File: config.mk
export PLATFORM = sky130hd
export DESIGN_NAME = xfer_count_top
export DESIGN_NICKNAME = d
export VERILOG_FILES = /design/src/rtl/xfer_count_pkg.sv /design/src/rtl/tc_shadow_regs.sv /design/src/rtl/tc_work_counter.sv /design/src/rtl/tc_read_mux.sv /design/src/rtl/xfer_count_top.sv
export SDC_FILE = /design/constraint.sdc
export NUM_CORES = 1
export LEC_CHECK = 0
export ABC_CLOCK_PERIOD_IN_PS = 4000
export BUFFER_PORTS_ARGS = -buffer_cell sky130_fd_sc_hd__buf_2
export CAP_MARGIN = 25
export CORE_UTILIZATION = 40
export DETAILED_ROUTE_END_ITERATION = 7
export PLACE_DENSITY = 0.66
export SETUP_SLACK_MARGIN = 0.1
export SYNTH_ARGS = -nofsm -noshare
export SYNTH_HDL_FRONTEND = slang
export SYNTH_SLANG_ARGS = --single-unit
File: constraint.sdc
create_clock -name clk -period 4 [get_ports clk]
set_clock_uncertainty 0.15 [all_clocks]
set_input_delay 0.8 -clock clk [delete_from_list [all_inputs] [get_ports clk]]
set_output_delay 0.8 -clock clk [all_outputs]
set_load 0.02 [all_outputs]
File: src/rtl/xfer_count_pkg.sv
package xfer_count_pkg;
  localparam int BYTE_W    = 8;
  localparam int NUM_BYTES = 3;
  localparam int CNT_W     = BYTE_W * NUM_BYTES;
  localparam int ADDR_W    = 2;

  // Length used when a transfer starts on a zero count
  localparam logic [CNT_W-1:0] ZERO_LEN = CNT_W'(32'h0001_0000);

  typedef enum logic [ADDR_W-1:0] {
    SEL_LOW  = 2'd0,
    SEL_MID  = 2'd1,
    SEL_HIGH = 2'd2,
    SEL_NONE = 2'd3
  } sel_e;
endpackage

File: src/rtl/tc_shadow_regs.sv
module tc_shadow_regs
  import xfer_count_pkg::*;
(
  input  logic              clk,
  input  logic              rst,
  input  logic              wr_en,
  input  logic [ADDR_W-1:0] addr,
  input  logic [BYTE_W-1:0] wdata,
  output logic [CNT_W-1:0]  shadow_cnt,
  output logic              high_written,
  output logic              cnt_byte_wr
);
  assign cnt_byte_wr = wr_en && (int'(addr) < NUM_BYTES);

  // One write-side byte register per counter byte
  for (genvar gi = 0; gi < NUM_BYTES; gi++) begin : g_byte
    always_ff @(posedge clk) begin
      if (rst) begin
        shadow_cnt[gi*BYTE_W +: BYTE_W] <= '0;
      end else if (wr_en && (int'(addr) == gi)) begin
        shadow_cnt[gi*BYTE_W +: BYTE_W] <= wdata;
      end
    end
  end

  // Sticky: set by the first high-byte write, cleared only by reset
  always_ff @(posedge clk) begin
    if (rst) begin
      high_written <= 1'b0;
    end else if (wr_en && (addr == SEL_HIGH)) begin
      high_written <= 1'b1;
    end
  end
endmodule

File: src/rtl/tc_work_counter.sv
module tc_work_counter
  import xfer_count_pkg::*;
(
  input  logic             clk,
  input  logic             rst,
  input  logic             cmd_wr,
  input  logic             cmd_dma,
  input  logic [CNT_W-1:0] reload_val,
  input  logic             done,
  input  logic             start,
  input  logic             ack,
  input  logic             cnt_byte_wr,
  output logic [CNT_W-1:0] count,
  output logic [CNT_W-1:0] len,
  output logic             tc_pulse,
  output logic             tc_flag,
  output logic             dma_mode
);
  logic             reload;
  logic             start_win;
  logic             dec_win;
  logic             hit;
  logic [CNT_W-1:0] eff_len;

  assign reload    = cmd_wr && cmd_dma;
  assign start_win = start && !reload && !done;
  assign dec_win   = ack && !reload && !done && !start && (count != '0);
  assign hit       = dec_win && (count == CNT_W'(1));
  assign eff_len   = (count == '0) ? ZERO_LEN : count;

  always_ff @(posedge clk) begin
    if (rst) begin
      count    <= '0;
      len      <= '0;
      tc_pulse <= 1'b0;
      dma_mode <= 1'b0;
    end else begin
      tc_pulse <= hit;
      if (cmd_wr) dma_mode <= cmd_dma;
      if (reload) begin
        count <= reload_val;
      end else if (done) begin
        count <= '0;
      end else if (start_win) begin
        count <= eff_len;
        len   <= eff_len;
      end else if (dec_win) begin
        count <= count - CNT_W'(1);
      end
    end
  end

  // Reaching terminal count wins over a clear in the same cycle
  always_ff @(posedge clk) begin
    if (rst) begin
      tc_flag <= 1'b0;
    end else if (hit) begin
      tc_flag <= 1'b1;
    end else if (cnt_byte_wr || start_win) begin
      tc_flag <= 1'b0;
    end
  end
endmodule

File: src/rtl/tc_read_mux.sv
module tc_read_mux
  import xfer_count_pkg::*;
#(
  parameter logic [BYTE_W-1:0] CHIP_ID = 8'hA2
) (
  input  logic              clk,
  input  logic              rst,
  input  logic              rd_en,
  input  logic [ADDR_W-1:0] addr,
  input  logic [CNT_W-1:0]  count,
  input  logic              high_written,
  output logic [BYTE_W-1:0] rdata
);
  logic [BYTE_W-1:0] sel_byte;

  always_comb begin
    sel_byte = '0;
    for (int i = 0; i < NUM_BYTES; i++) begin
      if (int'(addr) == i) sel_byte = count[i*BYTE_W +: BYTE_W];
    end
    if ((addr == SEL_HIGH) && !high_written) sel_byte = CHIP_ID;
  end

  always_ff @(posedge clk) begin
    if (rst) begin
      rdata <= '0;
    end else if (rd_en) begin
      rdata <= sel_byte;
    end
  end
endmodule

File: src/rtl/xfer_count_top.sv
module xfer_count_top
  import xfer_count_pkg::*;
#(
  parameter logic [7:0] CHIP_ID = 8'hA2
) (
  input  logic        clk,
  input  logic        rst,
  input  logic        reg_wr_en,
  input  logic        reg_rd_en,
  input  logic [1:0]  reg_addr,
  input  logic [7:0]  reg_wdata,
  output logic [7:0]  reg_rdata,
  input  logic        cmd_wr,
  input  logic        cmd_dma,
  input  logic        xfer_start,
  input  logic        byte_ack,
  input  logic        xfer_done,
  output logic [23:0] work_count,
  output logic [23:0] xfer_len,
  output logic        tc_pulse,
  output logic        tc_flag,
  output logic        dma_mode
);
  logic [CNT_W-1:0] shadow_cnt;
  logic             high_written;
  logic             cnt_byte_wr;

  tc_shadow_regs u_shadow (
    .clk          (clk),
    .rst          (rst),
    .wr_en        (reg_wr_en),
    .addr         (reg_addr),
    .wdata        (reg_wdata),
    .shadow_cnt   (shadow_cnt),
    .high_written (high_written),
    .cnt_byte_wr  (cnt_byte_wr)
  );

  tc_work_counter u_work (
    .clk         (clk),
    .rst         (rst),
    .cmd_wr      (cmd_wr),
    .cmd_dma     (cmd_dma),
    .reload_val  (shadow_cnt),
    .done        (xfer_done),
    .start       (xfer_start),
    .ack         (byte_ack),
    .cnt_byte_wr (cnt_byte_wr),
    .count       (work_count),
    .len         (xfer_len),
    .tc_pulse    (tc_pulse),
    .tc_flag     (tc_flag),
    .dma_mode    (dma_mode)
  );

  tc_read_mux #(.CHIP_ID(CHIP_ID)) u_rd (
    .clk          (clk),
    .rst          (rst),
    .rd_en        (reg_rd_en),
    .addr         (reg_addr),
    .count        (work_count),
    .high_written (high_written),
    .rdata        (reg_rdata)
  );
endmodule

==> flow_metrics.env, run 1 <==
export IMPL_diodes=0
export IMPL_synth_net_count=523
export IMPL_ys_flop_type="dfxtp_1"
export IMPL_async_reset_ff_share_pct=0
export IMPL_drt_first_iter_violations=425
export IMPL_vias=3911
export IMPL_fp_row_count=36
export IMPL_h_tree_depth=3
export IMPL_cp_data_required_time_ps=4130
export IMPL_grt_pass1_wl_um=18800
export IMPL_whs_path_depth=2
export IMPL_slew_headroom_pct=44.8
export IMPL_r2r_start="u_work.count[0]"
export IMPL_postCtsSetupBuffers=0
export IMPL_dp_hpwl_um=8440
export IMPL_drc_errors=0
export IMPL_die_w_um=102
export IMPL_ant_nets=0
export IMPL_clk_latency_ps=370
export IMPL_grt_pass1_vias=3456
export IMPL_grt_overflow_total=0
export IMPL_critPathLaunchType="flop"
export IMPL_hold_buffers=0
export IMPL_finalSetupViolations=0
export IMPL_rsz0062_at_grt="false"
export IMPL_reg2reg_slack_ps=1350
export IMPL_routabilityCongestion=0.939
export IMPL_start_util_pct=41.2
export IMPL_ys_warn_count=0
export IMPL_fin_crit_sh_pct=66.2
export IMPL_worst_endpoint_arrival_ps=2780
export IMPL_synth_seq_cells=84
export IMPL_clock_path_buffers=2
export IMPL_cp_max_fo=21
export IMPL_cts_sinks=84
export IMPL_io_pins=78
export IMPL_dieHeight_um=102
export IMPL_drive_above_1_share_pct=19.3
export IMPL_critPathCaptureType="flop"
export IMPL_max_freq_mhz=377
export IMPL_power_density_mw_per_mm2=472
export IMPL_cts_tree="done"
export IMPL_ys_top_cells_by_area="dfxtp_1, nand2_1, a21oi_1, mux2i_1, nor2_1"
export IMPL_drv_cap=0
export IMPL_worst_slew_pin_transition_ps=826
export IMPL_avgViaCountPerCell=5.64
export IMPL_areaGrowthSynthToFinish_pct=16.7
export IMPL_syn_mean_instance_area_sq_um=7.98
export IMPL_grt_use_total_pct=23.9
export IMPL_core_area_sq_mm=0.00973
export IMPL_cts_buffers=9
export IMPL_layout_min_cycle_time_ps=2650
export IMPL_final_cells=693
export IMPL_power_leakage_uw=0.00194
export IMPL_status="complete, no violations"
export IMPL_regToRegEndpoint="u_work.count[0]"
export IMPL_fin_setup_tns_ps=0
export IMPL_synth_commonest_cells="dfxtp_1, nand2_1, a21oi_1, nor2_1, clkbuf_1"
export IMPL_syn_inst=502
export IMPL_yosys_area_top_type="dfxtp_1"
export IMPL_grt_max_degree=39
export IMPL_clock_root_buffer="clkbuf_8"
export IMPL_fillers=1017
export IMPL_hold_path_class="flop to flop"
export IMPL_drv_slew=0
export IMPL_synth_edf_count=0
export IMPL_crit_type="flop to flop"
export IMPL_min_to="u_work.len[0]"
export IMPL_portBuffers=77
export IMPL_ys_types=58
export IMPL_nets=576
export IMPL_vdd_drop_max_uv=178
export IMPL_reg2regPathDepth=7
export IMPL_clkTransAtPathRegs_ps=90
export IMPL_synth_top_area_share_pct=42.0
export IMPL_firstDrtPassIters=5
export IMPL_placed_cells=677
export IMPL_routed_wl_um=12100
export IMPL_hp_start="u_work.len[0]"
export IMPL_synth_cell_area_sq_mm=0.00401
export IMPL_finalHoldViolCount=0
export IMPL_wl_per_cell_um=17.5
export IMPL_yosysSeqAreaShare_pct=42.0
export IMPL_antenna_found_initial=0
export IMPL_ctsResizeCount=0
export IMPL_die_area_sq_mm=0.0104
## cells in the final DEF (no fill, tap or decap), types with 10 or more instances in the layout
cell,synthesis,final
buf_2,5,77
dfxtp_1,84,84
nand3_1,13,13
o21ai_0,26,26
nand2_1,84,84
nor2_1,52,52
clkbuf_8,0,10
a21oi_1,62,62
mux2i_1,24,24
nor3_1,15,15
## logic make-up after synthesis
kind of cell	Yosys count	synth area share, %
xor gates and xnor gates	7	1.53
AOI/OAI and AO/OA	132	20.1
muxes	24	6.00
DFF	84	42.0
and+or+nand+nor	205	24.5
buffers and inverters	48	5.25
adders and majority gates	2	0.625
## metrics by stage
stage	hold slack [ps]	instance area, sq um	util (%)	total power (uW)	setup slack (ps)
finish	304	4680	48.1	2210	1350
global placement	289	4430	45.5	1460	1380
floorplan	282	4010	-	1320	1660
CTS	306	4680	48.1	2210	1360
global route	328	4680	48.1	2310	1100
detailed placement	293	4430	45.5	1460	1270
## where the power goes
group          leakage, uW  internal [uW]  switching, uW
Combinational      0.00113            173            323
Clock             0.000124            436            321
Sequential        0.000682            878           77.5
Total              0.00194           1490            722
## sequential cells by signal, indices dropped and copies added (netlist names)
name and flops:
u_rd.rdata 8, u_work.count 24, u_shadow.shadow_cnt 24, u_work.dma_mode 1, u_work.tc_pulse 1, u_shadow.high_written 1
u_work.len 24, u_work.tc_flag 1
## final cells by class
cell class / instances / area [sq um] / area share (%)
Inverter: 5 / 18.8 / 0.401
Timing Repair Buffer: 85 / 445 / 9.53
Tap cell: 133 / 166 / 3.56
Multi-Input combinational cell: 370 / 2110 / 45.2
Clock buffer: 11 / 141 / 3.02
Sequential cell: 84 / 1680 / 36.0
Clock inverter: 5 / 108 / 2.30
## worst max-delay path by stage
stage	start	cells after the start	to
floorplan	u_work.count[0]	9	u_work.count[16]
global placement	cmd_wr	6	u_work.count[0]
detailed placement	cmd_wr	6	u_work.count[0]
CTS	u_work.count[0]	7	u_work.count[0]
global route	u_work.count[1]	7	u_work.count[0]
finish	u_work.count[0]	7	u_work.count[0]
## routing by layer
| layer | share of wire, % | wire length [um] | track usage (%) |
|---|---|---|---|
| met1 | 45 | 5410 | 33.7 |
| met2 | 45 | 5440 | 35.4 |
| met3 | 8.5 | 1030 | 5.40 |
| met4 | 2.0 | 240 | 9.56 |
| met5 | 0 | 0 | 0 |
## critical path: stages (launching register included)
cell      delay, ps
dfxtp_1         420
inv_1            90
ha_1            200
nor4b_1         350
and4_1          340
a21o_1          580
a21oi_1         120
a311oi_1        300
Note: power is estimated with default switching activity, not from simulation.
==> run 2: changes to the inputs <==
--- a/config.mk
+++ b/config.mk
@@ -5,7 +5,8 @@
 export SDC_FILE = /design/constraint.sdc
 export NUM_CORES = 1
 export LEC_CHECK = 0
-export ABC_CLOCK_PERIOD_IN_PS = 4000
+export ABC_AREA = 1
+export ABC_CLOCK_PERIOD_IN_PS = 2650
 export BUFFER_PORTS_ARGS = -buffer_cell sky130_fd_sc_hd__buf_2
 export CAP_MARGIN = 25
 export CORE_UTILIZATION = 40
==> constraint.sdc (replaced) <==
create_clock -name clk -period 2.65 [get_ports clk]
set_clock_uncertainty 0.15 [all_clocks]
set_input_delay 0.53 -clock clk [delete_from_list [all_inputs] [get_ports clk]]
set_output_delay 0.53 -clock clk [all_outputs]
set_load 0.02 [all_outputs]
==> flow_metrics.env, run 2 <==
export IMPL_drc_errors=0
export IMPL_status="complete, no violations"
export IMPL_ff_latch_area_sq_mm=0.00168
export IMPL_cts_buffers=9
export IMPL_worst_slew_pin_transition_ps=611
export IMPL_crit_chain="inv_1, ha_1, nand2_4, nor2_8, nand3_4, nand2_4, nand2_4, nand2_1, nor2_1, nor2_1"
export IMPL_clock_root_buffer="clkbuf_8"
export IMPL_reg_largest_list="u_shadow.shadow_cnt: 24 flops, u_work.count: 24 flops, u_work.len: 24 flops"
export IMPL_portBuffers=77
export IMPL_critPathLaunchType="flop"
export IMPL_fp_row_count=37
export IMPL_synth_edf_count=0
export IMPL_drv_cap=0
export IMPL_grt_pass1_wl_um=21400
export IMPL_fillers=1103
export IMPL_async_reset_ff_share_pct=0
export IMPL_finalSetupViolations=0
export IMPL_cts_tree="done"
export IMPL_diodes=0
export IMPL_synth_net_count=668
export IMPL_postCtsSetupBuffers=0
export IMPL_placed_cells=840
export IMPL_avgViaCountPerCell=5.37
export IMPL_layout_min_cycle_time_ps=2300
export IMPL_totalPowerFinal_uw=3380
export IMPL_crit_slowest_cell="dfxtp_1"
export IMPL_h_tree_depth=3
export IMPL_critPathCaptureType="flop"
export IMPL_areaGrowthSynthToFinish_pct=16.8
export IMPL_start_util_pct=41.3
export IMPL_ys_flop_type="dfxtp_1"
export IMPL_wl_per_cell_um=16.0
export IMPL_worst_endpoint_arrival_ps=2460
export IMPL_hold_buffers=0
export IMPL_syn_mean_instance_area_sq_um=6.62
export IMPL_critical_path_max_stage_delay_ps=360
export IMPL_syn_inst=647
export IMPL_crit_type="flop to flop"
export IMPL_drive_above_1_share_pct=16.3
export IMPL_grt_use_total_pct=24.9
export IMPL_yosysSeqAreaShare_pct=39.2
export IMPL_slew_headroom_pct=59.1
export IMPL_rsz0062_at_grt="false"
export IMPL_yosys_area_top_type="dfxtp_1"
export IMPL_ant_nets=0
export IMPL_dp_hpwl_um=10100
export IMPL_hold_path_class="input pin to flop"
export IMPL_cp_data_required_time_ps=2800
export IMPL_layout_setup_ws_ps=347
export IMPL_nets=736
export IMPL_ys_top_cells_by_area="dfxtp_1, a21oi_1, nand2_1, nor2_1, o21ai_0"
export IMPL_firstDrtPassIters=5
export IMPL_power_leakage_uw=0.00235
export IMPL_pre_cts_slack_ps=434
export IMPL_fin_setup_tns_ps=0
export IMPL_final_cells=856
export IMPL_routabilityCongestion=0.900
export IMPL_grt_overflow_total=0
export IMPL_clkTransAtPathRegs_ps=80
export IMPL_cp_max_fo=27
export IMPL_io_pins=78
export IMPL_clock_path_buffers=2
export IMPL_grt_max_degree=28
export IMPL_reg2reg_slack_ps=350
export IMPL_layout_common_cells="nand2_1, nor2_1, a21oi_1"
export IMPL_ys_warn_count=0
export IMPL_max_freq_mhz=434
export IMPL_synth_cell_area_sq_mm=0.00429
export IMPL_grt_pass1_vias=4076
export IMPL_synth_seq_cells=84
export IMPL_ctsResizeCount=0
export IMPL_routed_wl_um=13700
export IMPL_fin_crit_sh_pct=86.9
export IMPL_antenna_found_initial=0
export IMPL_holdWs_ps=266
export IMPL_clk_latency_ps=370
export IMPL_multiInputGateArea_sq_mm=0.00220
export IMPL_vdd_drop_max_uv=297
export IMPL_ys_types=30
export IMPL_yosys_cell_count_top_type="nand2_1"
export IMPL_vias=4600
export IMPL_die_area_sq_mm=0.0111
export IMPL_synth_commonest_cells="nand2_1, nor2_1, a21oi_1, dfxtp_1, inv_1"
export IMPL_drv_slew=0
export IMPL_synth_top_area_share_pct=39.2
export IMPL_layout_commonest_cell="nand2_1"
export IMPL_drt_first_iter_violations=411
export IMPL_core_area_sq_mm=0.0104
export IMPL_finalHoldViolCount=0
export IMPL_die_w_um=106
export IMPL_crit_path_frequent_cell="nand2_4"
export IMPL_power_density_mw_per_mm2=675
export IMPL_dieHeight_um=106
export IMPL_cts_sinks=84
[run 2: changes by cell type in the layout (fill, tap and decap cells not counted), sizes merged, moves of 6 or more]
cell / before / now
o21ai: 26 / 77
a21oi: 62 / 88
nand2: 84 / 115
mux2i: 24 / 0
nor4: 6 / 0
nor3: 17 / 2
nand3: 13 / 48
inv: 6 / 69
nor2b: 8 / 0
a211oi: 7 / 0
nor2: 52 / 109
a221oi: 8 / 0
[run 2: layer usage]
layer  global-route usage (%)  vias to the layer above  wire, um
li1                         -                     2264         -
met1                     33.4                     2113      5850
met2                     40.6                      203      6380
met3                     4.58                       20      1220
met4                     7.44                        0       201
met5                        0                        -         0
[run 2: through the flow]
| stage | util, % | instance area, sq um |
|---|---|---|
| after global placement | 46.0 | 4770 |
| final | 48.3 | 5010 |
| after floorplan | - | 4290 |
| after CTS | 48.3 | 5010 |
| after global routing | 48.3 | 5010 |
| after detailed placement | 46.0 | 4770 |
[run 2: kinds of logic (layout without fill, tap and decap cells)]
group	after synthesis	in the layout	synth area share, %
adders and majority gates	2	2	0.584
DFF	84	84	39.2
and+or+nand+nor	284	284	29.1
xor gates and xnor gates	1	1	0.204
buffers and inverters	98	171	9.37
AOI/OAI and AO/OA	178	178	21.5
[run 2: path summary, 6_finish.rpt]
path | from | cells after the start | end
worst max-delay path | u_work.count[0] | 10 | u_work.count[8]
worst min-delay path | cmd_wr | 4 | u_work.dma_mode
worst max register to register | u_work.count[0] | 10 | u_work.count[8]
worst min register to register | u_shadow.shadow_cnt[13] | 2 | u_shadow.shadow_cnt[13]
[run 2: layout make-up]
| cell class | count | area share, % |
|---|---|---|
| inverter | 69 | 5.17 |
| tap | 136 | 3.40 |
| timing repair buffer | 86 | 9.05 |
| sequential | 84 | 33.6 |
| multi-input combinational | 465 | 44.0 |
| clock buffer | 10 | 2.55 |
| clock inverter | 6 | 2.25 |
[run 2: report_power, final]
part,switching [uW],internal (uW)
registers,80.9,1340
clock network,484,628
logic,589,257
[run 2: worst max-delay path: cells and delay by family (launching register included)]
kind | cells | cell delay, ps
AND/OR/NAND/NOR | 8 | 1260
buffers and inverters | 1 | 190
flip-flops | 1 | 360
adder cells (fa/ha/maj) | 1 | 260
==> run 3: changes to the inputs <==
--- a/config.mk
+++ b/config.mk
@@ -11,7 +11,7 @@
 export CAP_MARGIN = 25
 export CORE_UTILIZATION = 40
 export DETAILED_ROUTE_END_ITERATION = 7
-export PLACE_DENSITY = 0.66
+export PLACE_DENSITY_LB_ADDON = 0.08
 export SETUP_SLACK_MARGIN = 0.1
 export SYNTH_ARGS = -nofsm -noshare
 export SYNTH_HDL_FRONTEND = slang
==> flow_metrics.env, run 3 (synthesis results as in run 2) <==
export IMPL_status="complete, no violations"
export IMPL_holdWs_ps=272
export IMPL_rsz0062_at_grt="false"
export IMPL_drt_first_iter_violations=427
export IMPL_worst_endpoint_arrival_ps=2540
export IMPL_multiInputGateArea_sq_mm=0.00220
export IMPL_finalSetupViolations=0
export IMPL_die_w_um=106
export IMPL_ant_nets=0
export IMPL_wl_per_cell_um=16.3
export IMPL_routabilityCongestion=0.884
export IMPL_h_tree_depth=3
export IMPL_drv_cap=0
export IMPL_antenna_found_initial=0
export IMPL_finalHoldViolCount=0
export IMPL_wl_met3_um=707
export IMPL_layout_commonest_cell="nand2_1"
export IMPL_areaGrowthSynthToFinish_pct=14.6
export IMPL_clock_root_buffer="clkbuf_8"
export IMPL_cts_buffers=9
export IMPL_clk_latency_ps=370
export IMPL_reg_largest_list="u_shadow.shadow_cnt: 24 flops, u_work.count: 24 flops, u_work.len: 24 flops"
export IMPL_die_area_sq_mm=0.0111
export IMPL_dp_hpwl_um=10200
export IMPL_vias=4597
export IMPL_power_density_mw_per_mm2=627
export IMPL_fillers=1135
export IMPL_hold_buffers=0
export IMPL_grt_overflow_total=0
export IMPL_slew_headroom_pct=54.9
export IMPL_vdd_drop_max_uv=301
export IMPL_critPathLaunchType="flop"
export IMPL_grt_pass1_vias=4216
export IMPL_io_pins=78
export IMPL_clkTransAtPathRegs_ps=80
export IMPL_cts_sinks=84
export IMPL_routed_wl_um=13900
export IMPL_drc_errors=0
export IMPL_core_area_sq_mm=0.0104
export IMPL_avgViaCountPerCell=5.38
export IMPL_portBuffers=77
export IMPL_ctsResizeCount=0
export IMPL_clock_path_buffers=2
export IMPL_hold_path_class="input pin to flop"
export IMPL_power_leakage_uw=0.00230
export IMPL_cts_tree="done"
export IMPL_met1Wirelength_um=6590
export IMPL_wl_met2_um=6330
export IMPL_fp_row_count=37
export IMPL_fin_setup_tns_ps=0
export IMPL_nets=734
export IMPL_start_util_pct=41.3
export IMPL_grt_pass1_wl_um=22000
export IMPL_grt_max_degree=44
export IMPL_drv_slew=0
export IMPL_layout_min_cycle_time_ps=2380
export IMPL_diodes=0
export IMPL_fin_crit_sh_pct=89.9
export IMPL_postCtsSetupBuffers=0
export IMPL_dieHeight_um=106
export IMPL_cp_data_required_time_ps=2810
export IMPL_cp_max_fo=27
export IMPL_max_freq_mhz=420
export IMPL_crit_type="flop to flop"
export IMPL_totalPowerFinal_uw=3080
export IMPL_ff_latch_area_sq_mm=0.00168
export IMPL_firstDrtPassIters=6
export IMPL_drive_above_1_share_pct=15.7
export IMPL_grt_use_total_pct=25.8
export IMPL_layout_common_cells="nand2_1, nor2_1, a21oi_1"
export IMPL_worst_slew_pin_transition_ps=673
export IMPL_critPathCaptureType="flop"
export IMPL_maxUsedRoutingLayer="met4"
## run 3: layer usage
layer  vias to the layer above  track usage [%]
li1                       2255                -
met1                      2170             35.3
met2                       145             41.4
met3                        27             3.22
met4                         0             9.52
met5                         -                0
## run 3: stage by stage
stage               util, %  cells  instance area [sq um]  worst slack, ps
floorplan                 -    647                   4290              736
detailed placement     45.8    838                   4750              307
finish                 47.4    854                   4910              268
global route           47.4    854                   4910              135
global placement       45.8    838                   4750              357
CTS                    47.4    854                   4910              315
## run 3: layout make-up
type	count	share of cell area (%)
Multi-Input combinational cell	465	44.8
Sequential cell	84	34.2
Timing Repair Buffer	84	8.91
Inverter	69	5.27
Tap cell	136	3.46
Clock buffer	12	2.75
Clock inverter	4	0.535
## run 3: final timing paths
check                                             from  cells after the start                endpoint  slack (ps)
worst max-delay path                   u_work.count[0]                     10         u_work.count[6]         270
worst min-delay path                            cmd_wr                      4         u_work.dma_mode         270
worst max register to register         u_work.count[0]                     10         u_work.count[6]         270
worst min register to register  u_shadow.shadow_cnt[5]                      2  u_shadow.shadow_cnt[5]         300
## run 3: where the power goes
group | total (uW) | internal (uW) | leakage [uW] | switching, uW
logic | 843 | 255 | 0.00153 | 588
clock network | 816 | 340 | 0.0000803 | 475
registers | 1420 | 1340 | 0.000688 | 81.3
total | 3080 | 1940 | 0.00230 | 1140
## run 3: worst max-delay path: stages, from the launching register on
cell     delay, ps
dfxtp_1        370
inv_1          200
ha_1           280
nand2_4        110
nor2_8         210
nand3_4        130
nand2_4        270
nand2_4        250
o21ai_0        190
nor2_1          60
nor2_1          80
